## src/rtl/acc_pkg.sv

```systemverilog
package acc_pkg;

   typedef enum logic [2:0] {
      ST_FETCH, ST_DECODE, ST_OPERAND, ST_EXECUTE, ST_WRITEBACK
   } seq_state_t;

   typedef enum logic [3:0] {
      FN_PASS, FN_NOT, FN_AND, FN_XOR, FN_OR, FN_SHL, FN_ROL, FN_ADD, FN_ADC
   } alu_fn_t;

   typedef enum logic [2:0] {
      K_NONE, K_ALU, K_JUMP, K_LDIMM, K_LDMEM, K_STORE
   } instr_kind_t;

   typedef enum logic [1:0] {
      JC_ALWAYS, JC_CARRY, JC_ZERO
   } jump_cond_t;

   typedef struct packed {
      instr_kind_t kind;
      alu_fn_t     fn;
      logic        to_ext;
      jump_cond_t  cond;
      logic        has_opnd;
   } ctrl_t;

   localparam logic [7:0] OP_NOP  = 8'h00;
   localparam logic [7:0] OP_NOT  = 8'h01;
   localparam logic [7:0] OP_AND  = 8'h02;
   localparam logic [7:0] OP_XOR  = 8'h03;
   localparam logic [7:0] OP_OR   = 8'h04;
   localparam logic [7:0] OP_SHL  = 8'h05;
   localparam logic [7:0] OP_ROL  = 8'h06;
   localparam logic [7:0] OP_ADD  = 8'h07;
   localparam logic [7:0] OP_ADC  = 8'h08;
   localparam logic [7:0] OP_JMP  = 8'h10;
   localparam logic [7:0] OP_JC   = 8'h11;
   localparam logic [7:0] OP_JZ   = 8'h12;
   localparam logic [7:0] OP_LDAI = 8'h20;
   localparam logic [7:0] OP_LDBI = 8'h21;
   localparam logic [7:0] OP_LDAM = 8'h22;
   localparam logic [7:0] OP_LDBM = 8'h23;
   localparam logic [7:0] OP_STA  = 8'h24;

endpackage

```

## src/rtl/acc_decode.sv

```systemverilog
module acc_decode
   import acc_pkg::*;
#(
   parameter int DATA_W = 8
) (
   input  logic [DATA_W-1:0] opcode_i,
   output ctrl_t             ctrl_o
);

   always_comb begin
      ctrl_o = '{kind: K_NONE, fn: FN_PASS, to_ext: 1'b0,
                 cond: JC_ALWAYS, has_opnd: 1'b0};
      case (opcode_i)
         DATA_W'(OP_NOT):  begin ctrl_o.kind = K_ALU; ctrl_o.fn = FN_NOT; end
         DATA_W'(OP_AND):  begin ctrl_o.kind = K_ALU; ctrl_o.fn = FN_AND; end
         DATA_W'(OP_XOR):  begin ctrl_o.kind = K_ALU; ctrl_o.fn = FN_XOR; end
         DATA_W'(OP_OR):   begin ctrl_o.kind = K_ALU; ctrl_o.fn = FN_OR;  end
         DATA_W'(OP_SHL):  begin ctrl_o.kind = K_ALU; ctrl_o.fn = FN_SHL; end
         DATA_W'(OP_ROL):  begin ctrl_o.kind = K_ALU; ctrl_o.fn = FN_ROL; end
         DATA_W'(OP_ADD):  begin ctrl_o.kind = K_ALU; ctrl_o.fn = FN_ADD; end
         DATA_W'(OP_ADC):  begin ctrl_o.kind = K_ALU; ctrl_o.fn = FN_ADC; end
         DATA_W'(OP_JMP):  begin ctrl_o.kind = K_JUMP; ctrl_o.has_opnd = 1'b1; end
         DATA_W'(OP_JC):   begin
            ctrl_o.kind = K_JUMP; ctrl_o.cond = JC_CARRY; ctrl_o.has_opnd = 1'b1;
         end
         DATA_W'(OP_JZ):   begin
            ctrl_o.kind = K_JUMP; ctrl_o.cond = JC_ZERO; ctrl_o.has_opnd = 1'b1;
         end
         DATA_W'(OP_LDAI): begin ctrl_o.kind = K_LDIMM; ctrl_o.has_opnd = 1'b1; end
         DATA_W'(OP_LDBI): begin
            ctrl_o.kind = K_LDIMM; ctrl_o.to_ext = 1'b1; ctrl_o.has_opnd = 1'b1;
         end
         DATA_W'(OP_LDAM): begin ctrl_o.kind = K_LDMEM; ctrl_o.has_opnd = 1'b1; end
         DATA_W'(OP_LDBM): begin
            ctrl_o.kind = K_LDMEM; ctrl_o.to_ext = 1'b1; ctrl_o.has_opnd = 1'b1;
         end
         DATA_W'(OP_STA):  begin ctrl_o.kind = K_STORE; ctrl_o.has_opnd = 1'b1; end
         default: ;
      endcase
   end

endmodule

```

## src/rtl/acc_alu.sv

```systemverilog
module acc_alu
   import acc_pkg::*;
#(
   parameter int DATA_W     = 8,
   parameter bit RIPPLE_ADD = 1'b0
) (
   input  alu_fn_t           fn_i,
   input  logic [DATA_W-1:0] a_i,
   input  logic [DATA_W-1:0] b_i,
   input  logic              cin_i,
   output logic [DATA_W-1:0] res_o,
   output logic              cout_o,
   output logic              zero_o
);

   localparam int MSB = DATA_W - 1;

   logic              add_cin;
   logic [DATA_W-1:0] sum;
   logic              sum_cout;

   assign add_cin = (fn_i == FN_ADC) ? cin_i : 1'b0;

   generate
      if (RIPPLE_ADD) begin : g_ripple
         logic [DATA_W:0] cy;
         assign cy[0] = add_cin;
         for (genvar i = 0; i < DATA_W; i++) begin : g_fa
            assign sum[i]  = a_i[i] ^ b_i[i] ^ cy[i];
            assign cy[i+1] = (a_i[i] & b_i[i]) | (cy[i] & (a_i[i] ^ b_i[i]));
         end
         assign sum_cout = cy[DATA_W];
      end else begin : g_infer
         assign {sum_cout, sum} = {1'b0, a_i} + {1'b0, b_i} + (DATA_W+1)'(add_cin);
      end
   endgenerate

   always_comb begin
      res_o  = a_i;
      cout_o = cin_i;
      case (fn_i)
         FN_NOT: begin res_o = ~a_i;       cout_o = 1'b0; end
         FN_AND: begin res_o = a_i & b_i;  cout_o = 1'b0; end
         FN_XOR: begin res_o = a_i ^ b_i;  cout_o = 1'b0; end
         FN_OR:  begin res_o = a_i | b_i;  cout_o = 1'b0; end
         FN_SHL: begin res_o = {a_i[MSB-1:0], 1'b0};  cout_o = a_i[MSB]; end
         FN_ROL: begin res_o = {a_i[MSB-1:0], cin_i}; cout_o = a_i[MSB]; end
         FN_ADD, FN_ADC: begin res_o = sum; cout_o = sum_cout; end
         default: ;
      endcase
   end

   assign zero_o = (res_o == '0);

endmodule

```

## src/rtl/acc_seq.sv

```systemverilog
module acc_seq
   import acc_pkg::*;
#(
   parameter int DATA_W = 8,
   parameter int ADDR_W = 8
) (
   input  logic              clk,
   input  logic              rst,
   input  logic [DATA_W-1:0] prog_data_i,
   input  logic [DATA_W-1:0] dmem_rdata_i,
   input  ctrl_t             ctrl_dec_i,
   input  logic [DATA_W-1:0] alu_res_i,
   input  logic              alu_cout_i,
   input  logic              alu_zero_i,
   output alu_fn_t           alu_fn_o,
   output logic [ADDR_W-1:0] prog_addr_o,
   output logic [ADDR_W-1:0] dmem_addr_o,
   output logic [DATA_W-1:0] dmem_wdata_o,
   output logic              dmem_we_o,
   output logic [ADDR_W-1:0] pc_o,
   output logic [DATA_W-1:0] acc_o,
   output logic [DATA_W-1:0] ext_o,
   output logic              carry_o,
   output logic              zero_o
);

   seq_state_t        st_q;
   ctrl_t             ctrl_q;
   logic [ADDR_W-1:0] pc_q;
   logic [DATA_W-1:0] acc_q, ext_q;
   logic              carry_q, zero_q;
   logic              taken;

   always_comb begin
      case (ctrl_q.cond)
         JC_CARRY: taken = carry_q;
         JC_ZERO:  taken = zero_q;
         default:  taken = 1'b1;
      endcase
   end

   always_ff @(posedge clk) begin
      if (rst) begin
         st_q    <= ST_FETCH;
         ctrl_q  <= '{kind: K_NONE, fn: FN_PASS, to_ext: 1'b0,
                      cond: JC_ALWAYS, has_opnd: 1'b0};
         pc_q    <= '0;
         acc_q   <= '0;
         ext_q   <= '0;
         carry_q <= 1'b0;
         zero_q  <= 1'b0;
      end else begin
         case (st_q)
            ST_FETCH: st_q <= ST_DECODE;
            ST_DECODE: begin
               ctrl_q <= ctrl_dec_i;
               pc_q   <= pc_q + 1'b1;
               st_q   <= ctrl_dec_i.has_opnd ? ST_OPERAND : ST_EXECUTE;
            end
            ST_OPERAND: begin
               pc_q <= pc_q + 1'b1;
               st_q <= ST_EXECUTE;
            end
            ST_EXECUTE: begin
               st_q <= ST_FETCH;
               case (ctrl_q.kind)
                  K_ALU: begin
                     acc_q   <= alu_res_i;
                     carry_q <= alu_cout_i;
                     zero_q  <= alu_zero_i;
                  end
                  K_JUMP: if (taken) pc_q <= prog_data_i[ADDR_W-1:0];
                  K_LDIMM: begin
                     if (ctrl_q.to_ext) ext_q <= prog_data_i;
                     else               acc_q <= prog_data_i;
                  end
                  K_LDMEM: st_q <= ST_WRITEBACK;
                  default: ;
               endcase
            end
            ST_WRITEBACK: begin
               if (ctrl_q.to_ext) ext_q <= dmem_rdata_i;
               else               acc_q <= dmem_rdata_i;
               st_q <= ST_FETCH;
            end
            default: st_q <= ST_FETCH;
         endcase
      end
   end

   assign alu_fn_o     = ctrl_q.fn;
   assign prog_addr_o  = pc_q;
   assign dmem_addr_o  = prog_data_i[ADDR_W-1:0];
   assign dmem_wdata_o = acc_q;
   assign dmem_we_o    = (st_q == ST_EXECUTE) && (ctrl_q.kind == K_STORE);
   assign pc_o         = pc_q;
   assign acc_o        = acc_q;
   assign ext_o        = ext_q;
   assign carry_o      = carry_q;
   assign zero_o       = zero_q;


   store_pulse_chk: assert property (@(posedge clk) disable iff (rst)
      dmem_we_o |=> !dmem_we_o);


   flags_hold_chk: assert property (@(posedge clk) disable iff (rst)
      (st_q != ST_EXECUTE || ctrl_q.kind != K_ALU) |=> $stable({carry_q, zero_q}));


   zero_track_chk: assert property (@(posedge clk) disable iff (rst)
      (st_q == ST_EXECUTE && ctrl_q.kind == K_ALU) |=> (zero_q == (acc_q == '0)));


   pc_quiet_chk: assert property (@(posedge clk) disable iff (rst)
      (st_q == ST_FETCH || st_q == ST_WRITEBACK) |=> $stable(pc_q));


   wb_order_chk: assert property (@(posedge clk) disable iff (rst)
      (st_q == ST_WRITEBACK) |-> ($past(st_q) == ST_EXECUTE));

endmodule

```

## src/rtl/acc_cpu_core.sv

```systemverilog
module acc_cpu_core
   import acc_pkg::*;
#(
   parameter int DATA_W     = 8,
   parameter int ADDR_W     = 8,
   parameter bit RIPPLE_ADD = 1'b0
) (
   input  logic              clk,
   input  logic              rst,
   output logic [ADDR_W-1:0] prog_addr_o,
   input  logic [DATA_W-1:0] prog_data_i,
   output logic [ADDR_W-1:0] dmem_addr_o,
   output logic [DATA_W-1:0] dmem_wdata_o,
   output logic              dmem_we_o,
   input  logic [DATA_W-1:0] dmem_rdata_i,
   output logic [ADDR_W-1:0] pc_o,
   output logic [DATA_W-1:0] acc_o,
   output logic [DATA_W-1:0] ext_o,
   output logic              carry_o,
   output logic              zero_o
);

   generate
      if (DATA_W < 8) begin : g_bad_data_w
         $error("acc_cpu_core: DATA_W must hold a one-byte opcode");
      end
      if (ADDR_W > DATA_W || ADDR_W < 1) begin : g_bad_addr_w
         $error("acc_cpu_core: ADDR_W must fit in one operand word");
      end
   endgenerate

   ctrl_t             ctrl_dec;
   alu_fn_t           alu_fn;
   logic [DATA_W-1:0] alu_res;
   logic              alu_cout, alu_zero;

   acc_decode #(.DATA_W(DATA_W)) i_decode (
      .opcode_i (prog_data_i),
      .ctrl_o   (ctrl_dec)
   );

   acc_alu #(.DATA_W(DATA_W), .RIPPLE_ADD(RIPPLE_ADD)) i_alu (
      .fn_i   (alu_fn),
      .a_i    (acc_o),
      .b_i    (ext_o),
      .cin_i  (carry_o),
      .res_o  (alu_res),
      .cout_o (alu_cout),
      .zero_o (alu_zero)
   );

   acc_seq #(.DATA_W(DATA_W), .ADDR_W(ADDR_W)) i_seq (
      .clk          (clk),
      .rst          (rst),
      .prog_data_i  (prog_data_i),
      .dmem_rdata_i (dmem_rdata_i),
      .ctrl_dec_i   (ctrl_dec),
      .alu_res_i    (alu_res),
      .alu_cout_i   (alu_cout),
      .alu_zero_i   (alu_zero),
      .alu_fn_o     (alu_fn),
      .prog_addr_o  (prog_addr_o),
      .dmem_addr_o  (dmem_addr_o),
      .dmem_wdata_o (dmem_wdata_o),
      .dmem_we_o    (dmem_we_o),
      .pc_o         (pc_o),
      .acc_o        (acc_o),
      .ext_o        (ext_o),
      .carry_o      (carry_o),
      .zero_o       (zero_o)
   );

endmodule

```

## config.mk

```make
export PLATFORM = sky130hd
export DESIGN_NAME = acc_cpu_core
export DESIGN_NICKNAME = d
export VERILOG_FILES = /design/src/rtl/acc_pkg.sv /design/src/rtl/acc_decode.sv /design/src/rtl/acc_alu.sv /design/src/rtl/acc_seq.sv /design/src/rtl/acc_cpu_core.sv
export SDC_FILE = /design/constraint.sdc
export NUM_CORES = 1
export LEC_CHECK = 0
export BUFFER_PORTS_ARGS = -buffer_cell sky130_fd_sc_hd__buf_2
export CORE_MARGIN = 2
export CORE_UTILIZATION = 50
export DETAILED_ROUTE_END_ITERATION = 8
export PLACE_DENSITY = 0.8
export SKIP_CTS_REPAIR_TIMING = 1
export SYNTH_ARGS = -nofsm -noshare
export SYNTH_HDL_FRONTEND = slang
export SYNTH_SLANG_ARGS = --single-unit
export TNS_END_PERCENT = 10
```

## constraint.sdc

```tcl
create_clock -name clk -period 3.75 [get_ports clk]
set_input_delay 0.375 -clock clk [delete_from_list [all_inputs] [get_ports clk]]
set_output_delay 0.375 -clock clk [all_outputs]
set_load 0.005 [all_outputs]
```

==> flow_metrics.tcl, run 1 <==
set metrics [dict create \
    worstSetupEndpoint "i_seq.zero_o" \
    drt_iter0_drc 210 \
    clock-root-buffer "clkbuf_8" \
    synth-seq-cells 39 \
    grt_overflow_total 0 \
    synthTopCellsByCount "nand2_1 (66), a21oi_1 (43), dfxtp_1 (39)" \
    cts_tree "done" \
    p_leak_nw 1.48 \
    drv_cap 0 \
    ios 69 \
    grt_busiest_layer "met2" \
    layout.nets 535 \
    io_buffers 68 \
    vias 3430 \
    r2r-start "i_seq.alu_fn_o[2]" \
    critPathLaunchType "register" \
    worst_pin_slew_ns 1.03 \
    ys_warn_count 0 \
    grtUsageMet3_pct 3.03 \
    gp_congestion 0.850 \
    worst_ep_required_time_ns 3.99 \
    cts_num_sinks 39 \
    synth_flop_cell "dfxtp_1" \
    clk_path_buf_depth 2 \
    dieArea_um2 7590 \
    multi_input_area_um2 2230 \
    drive_above_1_share_pct 19.5 \
    num_antenna_cells 0 \
    via_per_inst 5.94 \
    register_area_um2 781 \
    r2r_cells 12 \
    clock-skew-final_ns 0.0102 \
    first_global_vias 3049 \
    ir_drop_mv 0.176 \
    numCtsBuffers 5 \
    fmax_mhz 334 \
    status "complete, no violations" \
    worstPathArrival_ns 3.23 \
    yosysTopAreaCell "dfxtp_1" \
    rsz0062_at_grt "no" \
    drc 0 \
    globalRouteTotalUtil_pct 24.4 \
    timing.rr.end "i_seq.zero_o" \
    htree_levels 2 \
    synthDominantCellAreaShare_pct 22.6 \
    finalCritPeriodShare_pct 79.8 \
    routed_wl_mm 9.04 \
    hold_viol 0 \
    synth-edff-count 0 \
    clk_pin_slew_ns 0.07 \
    synth_area_per_cell_um2 7.32 \
    synth_nets 511 \
    dp_hpwl_mm 6.57 \
    cp_max_fo 4 \
    die_w_um 87.1 \
    slew_viol_final 0 \
    synth.area.top_cells "dfxtp_1 (23%), nand2_1 (7.2%), ha_1 (6.9%)" \
    synthArstFlopShare_pct 0 \
    fp.dieH_um 87.1 \
    maxSlewHeadroom_pct 31.1 \
    p_per_area_nw_per_um2 233 \
    hold_path.class "primary input to register" \
    drtAntennaViolNets 0 \
    drtPass1Iterations 5 \
    hold_ws_ns 0.377 \
    cp-startpoint "i_seq.alu_fn_o[2]" \
    rows 30 \
    synthesis.area_um2 3450 \
    initial_core_util_pct 51.1 \
    grt_util_met2_pct 36.6 \
    setup_viol 0 \
    setup.worst_path.class "register to register" \
    num-fill-cells 630 \
    area_growth_pct 5.76 \
    grt_max_degree 41 \
    ys_seq_area_share_pct 22.6 \
    routedWlPerCell_um 15.7 \
    rrSetupSlack_ns 0.76 \
    yosysMostFrequentCell "nand2_1" \
    finalCriticalPeriod_ns 2.99 \
    use_met1_pct 36.1 \
    synth_cell_type_count 68 \
    antenna_found_initial 0 \
    clock_latency_ns 0.29 \
    tns_ns 0 \
    grt_pass1_wl_mm 14.9 \
    cp-end-kind "register" \
    syn_inst 472 \
    core_um2 6760 \
]
worst max-delay path: stages, from the launching register on:
cell and delay [ns]:
dfxtp_1 0.34, nor4b_4 0.37, nand2_1 0.13, fa_1 0.41
inv_1 0.08, fa_1 0.41, nand3b_1 0.16, a31oi_1 0.18
o32ai_1 0.12, o22ai_1 0.25, nand4_1 0.13, nor3_1 0.20
a31o_1 0.16
sequential cells by signal, indices dropped and copies added, names as in the netlist:
name            count
i_seq.ctrl_q        6
i_seq.carry_o       1
i_seq.acc_o         8
i_seq.st_q          3
i_seq.ext_o         8
i_seq.pc_o          8
i_seq.zero_o        1
i_seq.alu_fn_o      4
per-stage QoR:
stage / instances / power (mW) / setup WS (ns) / utilization [%] / area (um2)
CTS: 577 / 0.853 / 0.764 / 54.1 / 3650
detailed placement: 569 / 0.584 / 0.778 / 52.9 / 3570
global route: 577 / 0.887 / 0.528 / 54.1 / 3650
finish: 577 / 0.852 / 0.757 / 54.1 / 3650
global placement: 569 / 0.580 / 0.928 / 52.9 / 3570
floorplan: 472 / 0.552 / 1.06 / - / 3450
routing by layer:
| layer | vias up | wire [um] |
|---|---|---|
| met4 | 0 | 180 |
| met2 | 141 | 4020 |
| met1 | 1563 | 4240 |
| met3 | 14 | 602 |
| met5 | - | 0 |
| li1 | 1712 | - |
where the power goes:
group          internal (mW)  switching (mW)
clock network          0.131           0.147
registers              0.426          0.0173
logic                 0.0511          0.0811
total                  0.607           0.245
kinds of logic (layout without fill, tap and decap cells):
group / count (synthesis) / after routing / synth area share (%)
xor gates and xnor gates: 9 / 9 / 2.28
and+or+nand+nor: 180 / 180 / 26.3
AOI/OAI and AO/OA: 138 / 138 / 26.4
DFF: 39 / 39 / 22.6
adders and majority gates: 21 / 21 / 8.04
buffers and inverters: 80 / 105 / 12.9
muxes: 5 / 5 / 1.45
area by class of cell:
cell class	instances	share of cell area, %
clock buffers	7	2.09
clock inverters	1	0.137
inverters	25	2.57
multi-input cells	353	61.0
flip-flops and latches	39	21.4
well taps	80	2.74
repair buffers	72	10.1
how the worst min path moves through the flow:
stage	from	slack (ns)	to	cells after the start
4_1_cts	dmem_rdata_i[2]	0.38	i_seq.acc_o[2]	3
6_report	dmem_rdata_i[2]	0.38	i_seq.acc_o[2]	3
3_3_place_gp	i_seq.ctrl_q[10]	0.46	i_seq.st_q[2]	2
2_1_floorplan	i_seq.ctrl_q[10]	0.44	i_seq.st_q[2]	2
5_1_grt	dmem_rdata_i[1]	0.40	i_seq.acc_o[1]	3
3_5_place_dp	i_seq.ctrl_q[10]	0.46	i_seq.st_q[2]	2
cells in the final DEF, fill, tap and decap left out, types with 6 or more instances in the layout:
cell       n
buf_2     68
nand2_1   66
a21oi_1   43
dfxtp_1   39
nor2_1    38
inv_1     25
ha_1      19
o21ai_0   18
nand3_1   17
nor3_1    13
a31oi_1   10
o22ai_1    9
o211ai_1   7
nand3b_1   6
xnor2_1    6
a211oi_1   6
(Power assumes the default switching activity.)
==> run 2, diff against run 1 <==
Settings changed: ABC_AREA set to 1.
Clock period 3.75 ns to 3 ns, I/O delays scaled along.
==> run 2 against run 1 <==
Against the previous run: synthesized area shrank 4.7%; combinational power grew to 2.5 times the previous value; critical path depth grew 1; first-iteration DRC count grew 27%; count of clock-buffer cells in the layout shrank 2; power grew 51%; synthesized cell count grew 11%; design area shrank 1.1%; worst setup slack lost 0.17 ns; die area shrank 4.5%; largest cell class unchanged.
==> flow_metrics.tcl, run 2 <==
set metrics [dict create \
    r2r-start "i_seq.alu_fn_o[3]" \
    synth_nets 562 \
    synth-edff-count 0 \
    yosysTopAreaCell "dfxtp_1" \
    synth_cell_type_count 38 \
    status "complete, no violations" \
    finalCritPeriodShare_pct 80.5 \
    fp.dieH_um 85.1 \
    via_per_inst 5.46 \
    finalCriticalPeriod_ns 2.42 \
    timing.rr.end "i_seq.zero_o" \
    place_inst 635 \
    rrSetupSlack_ns 0.58 \
    ys_warn_count 0 \
    core_um2 6350 \
    die_w_um 85.1 \
    fin_util_pct 56.9 \
    dp_hpwl_mm 7.03 \
    clock-root-buffer "clkbuf_8" \
    grt_max_degree 26 \
    hold_path.class "primary input to register" \
    min_to "i_seq.acc_o[7]" \
    worstPathArrival_ns 2.66 \
    num-fill-cells 669 \
    htree_levels 2 \
    slew_viol_final 0 \
    clock-skew-final_ns 0.0111 \
    synth_flop_cell "dfxtp_1" \
    dieArea_um2 7250 \
    cts_tree "done" \
    layout_common_cells "nand2_1 (118), inv_1 (73), buf_2 (68), nand3_1 (48), o21ai_0 (43)" \
    syn_inst 523 \
    hold_viol 0 \
    synth_area_per_cell_um2 6.29 \
    drt_iter0_drc 267 \
    vias 3508 \
    layout.nets 604 \
    globalRouteTotalUtil_pct 25.9 \
    drtAntennaViolNets 0 \
    ios 69 \
    rsz0062_at_grt "no" \
    yosysMostFrequentCell "nand2_1" \
    synthesis.area_um2 3290 \
    hold_depth 3 \
    synth-seq-cells 39 \
    tns_ns 0 \
    synth.area.top_cells "dfxtp_1 (24%), nand2_1 (13%), inv_1 (8.3%)" \
    drv_cap 0 \
    clock_latency_ns 0.30 \
    num_antenna_cells 0 \
    setup_viol 0 \
    hp-start "dmem_rdata_i[7]" \
    numCtsBuffers 5 \
    drive_above_1_share_pct 18.2 \
    routedWlPerCell_um 14.2 \
    cp-end-kind "register" \
    clk_path_buf_depth 2 \
    worst_pin_slew_ns 0.647 \
    first_global_vias 3299 \
    drc 0 \
    maxSlewHeadroom_pct 56.9 \
    initial_core_util_pct 51.8 \
    grt_pass1_wl_mm 15.3 \
    p_leak_nw 1.87 \
    final_common_cell "nand2_1" \
    rows 29 \
    clk_pin_slew_ns 0.09 \
    r2r_cells 13 \
    setup.worst_path.class "register to register" \
    routed_wl_mm 9.14 \
    drtPass1Iterations 5 \
    synthTopCellsByCount "nand2_1 (118), inv_1 (73), nand3_1 (48)" \
    p_per_area_nw_per_um2 355 \
    power.total_mw 1.28 \
    grt_overflow_total 0 \
    cts_num_sinks 39 \
    io_buffers 68 \
    ys_seq_area_share_pct 23.7 \
    ir_drop_mv 0.227 \
    synthDominantCellAreaShare_pct 23.7 \
    worst_ep_required_time_ns 3.24 \
    cp_max_fo 4 \
    critPathLaunchType "register" \
    antenna_found_initial 0 \
    fmax_mhz 414 \
    gp_congestion 0.955 \
    area_growth_pct 9.81 \
    stdcell_count 643 \
    synthArstFlopShare_pct 0 \
]
[run 2: layout make-up]
class | instances | area, um2 | area share [%]
multi-input cells | 367 | 1970 | 54.6
well taps | 77 | 96.3 | 2.67
inverters | 79 | 297 | 8.20
clock inverters | 3 | 20.0 | 0.554
repair buffers | 73 | 378 | 10.5
flip-flops and latches | 39 | 781 | 21.6
clock buffers | 5 | 68.8 | 1.90
[run 2: worst max-delay path by stage]
stage / startpoint / end / cells past startpoint
floorplan: i_seq.alu_fn_o[0] / i_seq.zero_o / 12
global placement: i_seq.alu_fn_o[0] / i_seq.zero_o / 12
detailed placement: i_seq.alu_fn_o[3] / i_seq.zero_o / 13
CTS: i_seq.alu_fn_o[3] / i_seq.zero_o / 13
global route: i_seq.alu_fn_o[3] / i_seq.zero_o / 16
finish: i_seq.alu_fn_o[3] / i_seq.zero_o / 13
[run 2: through the flow]
stage,cell area (um2),setup slack [ns],hold WS [ns]
floorplan,3290,0.844,0.378
global placement,3530,0.691,0.476
detailed placement,3530,0.596,0.492
CTS,3610,0.587,0.277
global route,3610,0.327,0.283
finish,3610,0.584,0.278
[run 2: critical path, cell delays in order, from the launching register on]
cell and delay [ns]:
dfxtp_1 0.39, inv_1 0.08, nor2_1 0.16, nand3_1 0.11
fa_1 0.38, inv_1 0.09, fa_1 0.40, nand2_1 0.08
nand3_1 0.07, o21ai_1 0.19, nand3_1 0.10, nor2_1 0.11
nand3_1 0.09, a21oi_2 0.12
[run 2: cells by family (layout without fill, tap and decap cells)]
group | Yosys count | in the layout | synth area share (%)
xor gates and xnor gates | 3 | 3 | 0.798
buffers and inverters | 117 | 160 | 16.5
DFF | 39 | 39 | 23.7
and+or+nand+nor | 232 | 232 | 31.6
adders and majority gates | 21 | 21 | 8.44
AOI/OAI and AO/OA | 111 | 111 | 19.0
[run 2: per-layer routing]
layer  global-route usage (%)  share of wire, %  vias to the layer above
li1                         -                 -                     1778
met1                     33.9                45                     1576
met2                     43.3                46                      133
met3                     3.60               7.1                       21
met4                     9.67               2.4                        0
met5                        0                 0                        -
[run 2: report_power, final]
part	total (mW)	internal [mW]	switching, mW
combinational	0.334	0.117	0.217
clock	0.377	0.162	0.215
sequential	0.573	0.543	0.0294
==> run 3, diff against run 2 <==
Settings changed: ABC_AREA 1 to 0, PLACE_DENSITY 0.8 to 0.82.
Clock period 3 ns to 1.9 ns, I/O delays scaled along.
==> run 3 against run 2 <==
Against the previous run: the run now ends with negative setup slack left; power increased by 50%; largest cell class unchanged; combinational power shrank 12%; sequential power rose by 53%; worst setup slack got worse by 1.4 ns; flip-flop and latch count did not move; worst hold slack lost 0.072 ns; final cell count fell by 0.62%; utilization up 5.7 points; critical path type unchanged; clock power up 100%; sequential share of layout area is 3.0 points lower; global-route usage increased by 1.7 points; first-iteration DRC count rose by 31%; largest power group unchanged.
==> flow_metrics.tcl, run 3 (synthesis gave the netlist of run 1 again) <==
set metrics [dict create \
    setup_viol 11 \
    drtAntennaViolNets 0 \
    area_growth_pct 22.5 \
    comb_power_share_pct 15.2 \
    final_common_cell "buf_2" \
    hold_depth 3 \
    p_sw_mw 0.534 \
    dp_hpwl_mm 7.77 \
    dieArea_um2 7590 \
    fmax_mhz 364 \
    max_stage_delay_ns 0.41 \
    grt_max_degree 38 \
    p_per_area_nw_per_um2 455 \
    clk_pin_slew_ns 0.09 \
    rows 30 \
    initial_core_util_pct 51.1 \
    htree_levels 2 \
    layout_common_cells "buf_2 (68), nand2_1 (66), buf_4 (66), a21oi_1 (43), nor2_1 (38)" \
    antenna_found_initial 0 \
    cp_max_fo 2 \
    globalRouteTotalUtil_pct 27.6 \
    violations "negative setup slack" \
    rsz0062_at_grt "yes" \
    hold_viol 0 \
    finalCriticalPeriod_ns 2.74 \
    worst_path_max_delay_cell "fa_1" \
    num_antenna_cells 0 \
    die_w_um 87.1 \
    io_buffers 68 \
    r2r_cells 12 \
    worst_pin_slew_ns 0.709 \
    vias 3834 \
    core_um2 6760 \
    rrSetupSlack_ns -0.84 \
    internal_power_mw 1.39 \
    clock-skew-final_ns 0.0122 \
    gp_congestion 0.919 \
    p_leak_nw 1.83 \
    worst_ep_required_time_ns 2.15 \
    clock_latency_ns 0.30 \
    fp.dieH_um 87.1 \
    pre_cts_slack_ns -0.891 \
    timing.rr.end "i_seq.zero_o" \
    drive_above_1_share_pct 31.5 \
    worstSetupEndpoint "i_seq.zero_o" \
    power_frac_clock_pct 39.3 \
    layout.nets 597 \
    hold_path.class "primary input to register" \
    grt_overflow_total 0 \
    setup_slack_ns -0.844 \
    setup.worst_path.class "register to register" \
    p_sw_share_pct 27.8 \
    cp-end-kind "register" \
    numCtsBuffers 5 \
    drt_iter0_drc 350 \
    first_global_vias 3579 \
    drtPass1Iterations 7 \
    r2r-start "i_seq.alu_fn_o[0]" \
    clock-root-buffer "clkbuf_8" \
    maxSlewHeadroom_pct 52.3 \
    power_frac_seq_pct 45.5 \
    crit_chain "nor4b_4 -> nand2_1 -> fa_2 -> inv_1 -> fa_1 -> nand3b_1 -> a31oi_1 -> o32ai_1 -> o22ai_2 -> nand4_1 -> nor3_2 -> a31o_1" \
    cts_tree "done" \
    slew_viol_final 0 \
    drc 0 \
    routed_wl_mm 10.7 \
    critPathLaunchType "register" \
    cp-startpoint "i_seq.alu_fn_o[0]" \
    hold_ws_ns 0.206 \
    cts_num_sinks 39 \
    routedWlPerCell_um 16.8 \
    drv_cap 0 \
    via_per_inst 6.00 \
    ir_drop_mv 0.459 \
    clk_path_buf_depth 2 \
    worstPathArrival_ns 2.99 \
    grt_pass1_wl_mm 16.9 \
    status "complete, but fails checks" \
    ios 69 \
    finalCritPeriodShare_pct 144 \
]
==> run 3: cell count changes in the layout (fill, tap and decap cells not counted), sizes merged, moves of 26 or more <==
cell / previous run / this run
o21ai: 47 / 21
inv: 79 / 26
nand3: 50 / 17
buf: 73 / 134
nand2: 120 / 66
==> run 3: how the worst min path moves through the flow <==
stage,startpoint,to
after floorplan,prog_data_i[3],i_seq.alu_fn_o[3]
after global placement,i_seq.ctrl_q[9],i_seq.ctrl_q[9]
after detailed placement,i_seq.ctrl_q[10],i_seq.st_q[2]
after CTS,dmem_rdata_i[2],i_seq.acc_o[2]
after global routing,dmem_rdata_i[1],i_seq.acc_o[1]
final,dmem_rdata_i[2],i_seq.acc_o[2]
==> run 3: worst max-delay path: cells and delay by family, from the launching register on <==
kind            cells  cell delay [ns]
compound gates      4             0.64
fa+ha+maj           2             0.79
buf+inv             1             0.08
flops               1             0.34
simple gates        5             0.82
==> run 3: area by class of cell <==
class,instances,area [um2]
well taps,80,100
flip-flops and latches,39,786
repair buffers,134,836
fillers,597,2520
clock buffers,6,82.6
clock inverters,2,38.8
inverters,25,93.8
multi-input cells,353,2290
==> run 3: metal layers <==
metal | share of wire, % | GRT usage (%) | vias to the layer above
met5 | 0 | 0 | -
li1 | - | - | 1834
met4 | 1.8 | 10.5 | 0
met2 | 48 | 44.8 | 202
met1 | 43 | 37.1 | 1773
met3 | 7.5 | 3.79 | 25
==> run 3: per-stage QoR <==
step	power, mW	cells	setup TNS [ns]	utilization [%]	cell area (um2)
3_3_place_gp	1.16	629	-5.83	59.6	4030
2_1_floorplan	1.09	472	-3.95	-	3460
6_report	1.92	639	-6.07	62.6	4230
3_5_place_dp	1.17	629	-7.37	59.6	4030
5_1_grt	1.99	639	-8.40	62.6	4230
4_1_cts	1.91	637	-7.89	61.4	4150
==> run 3: power groups by stage <==
stage / clock [mW] / sequential (mW) / combinational, mW
finish: 0.756 / 0.875 / 0.293
detailed placement: 0 / 0.892 / 0.280
CTS: 0.752 / 0.873 / 0.281
floorplan: 0 / 0.881 / 0.208
global placement: 0 / 0.889 / 0.269
global route: 0.788 / 0.880 / 0.318
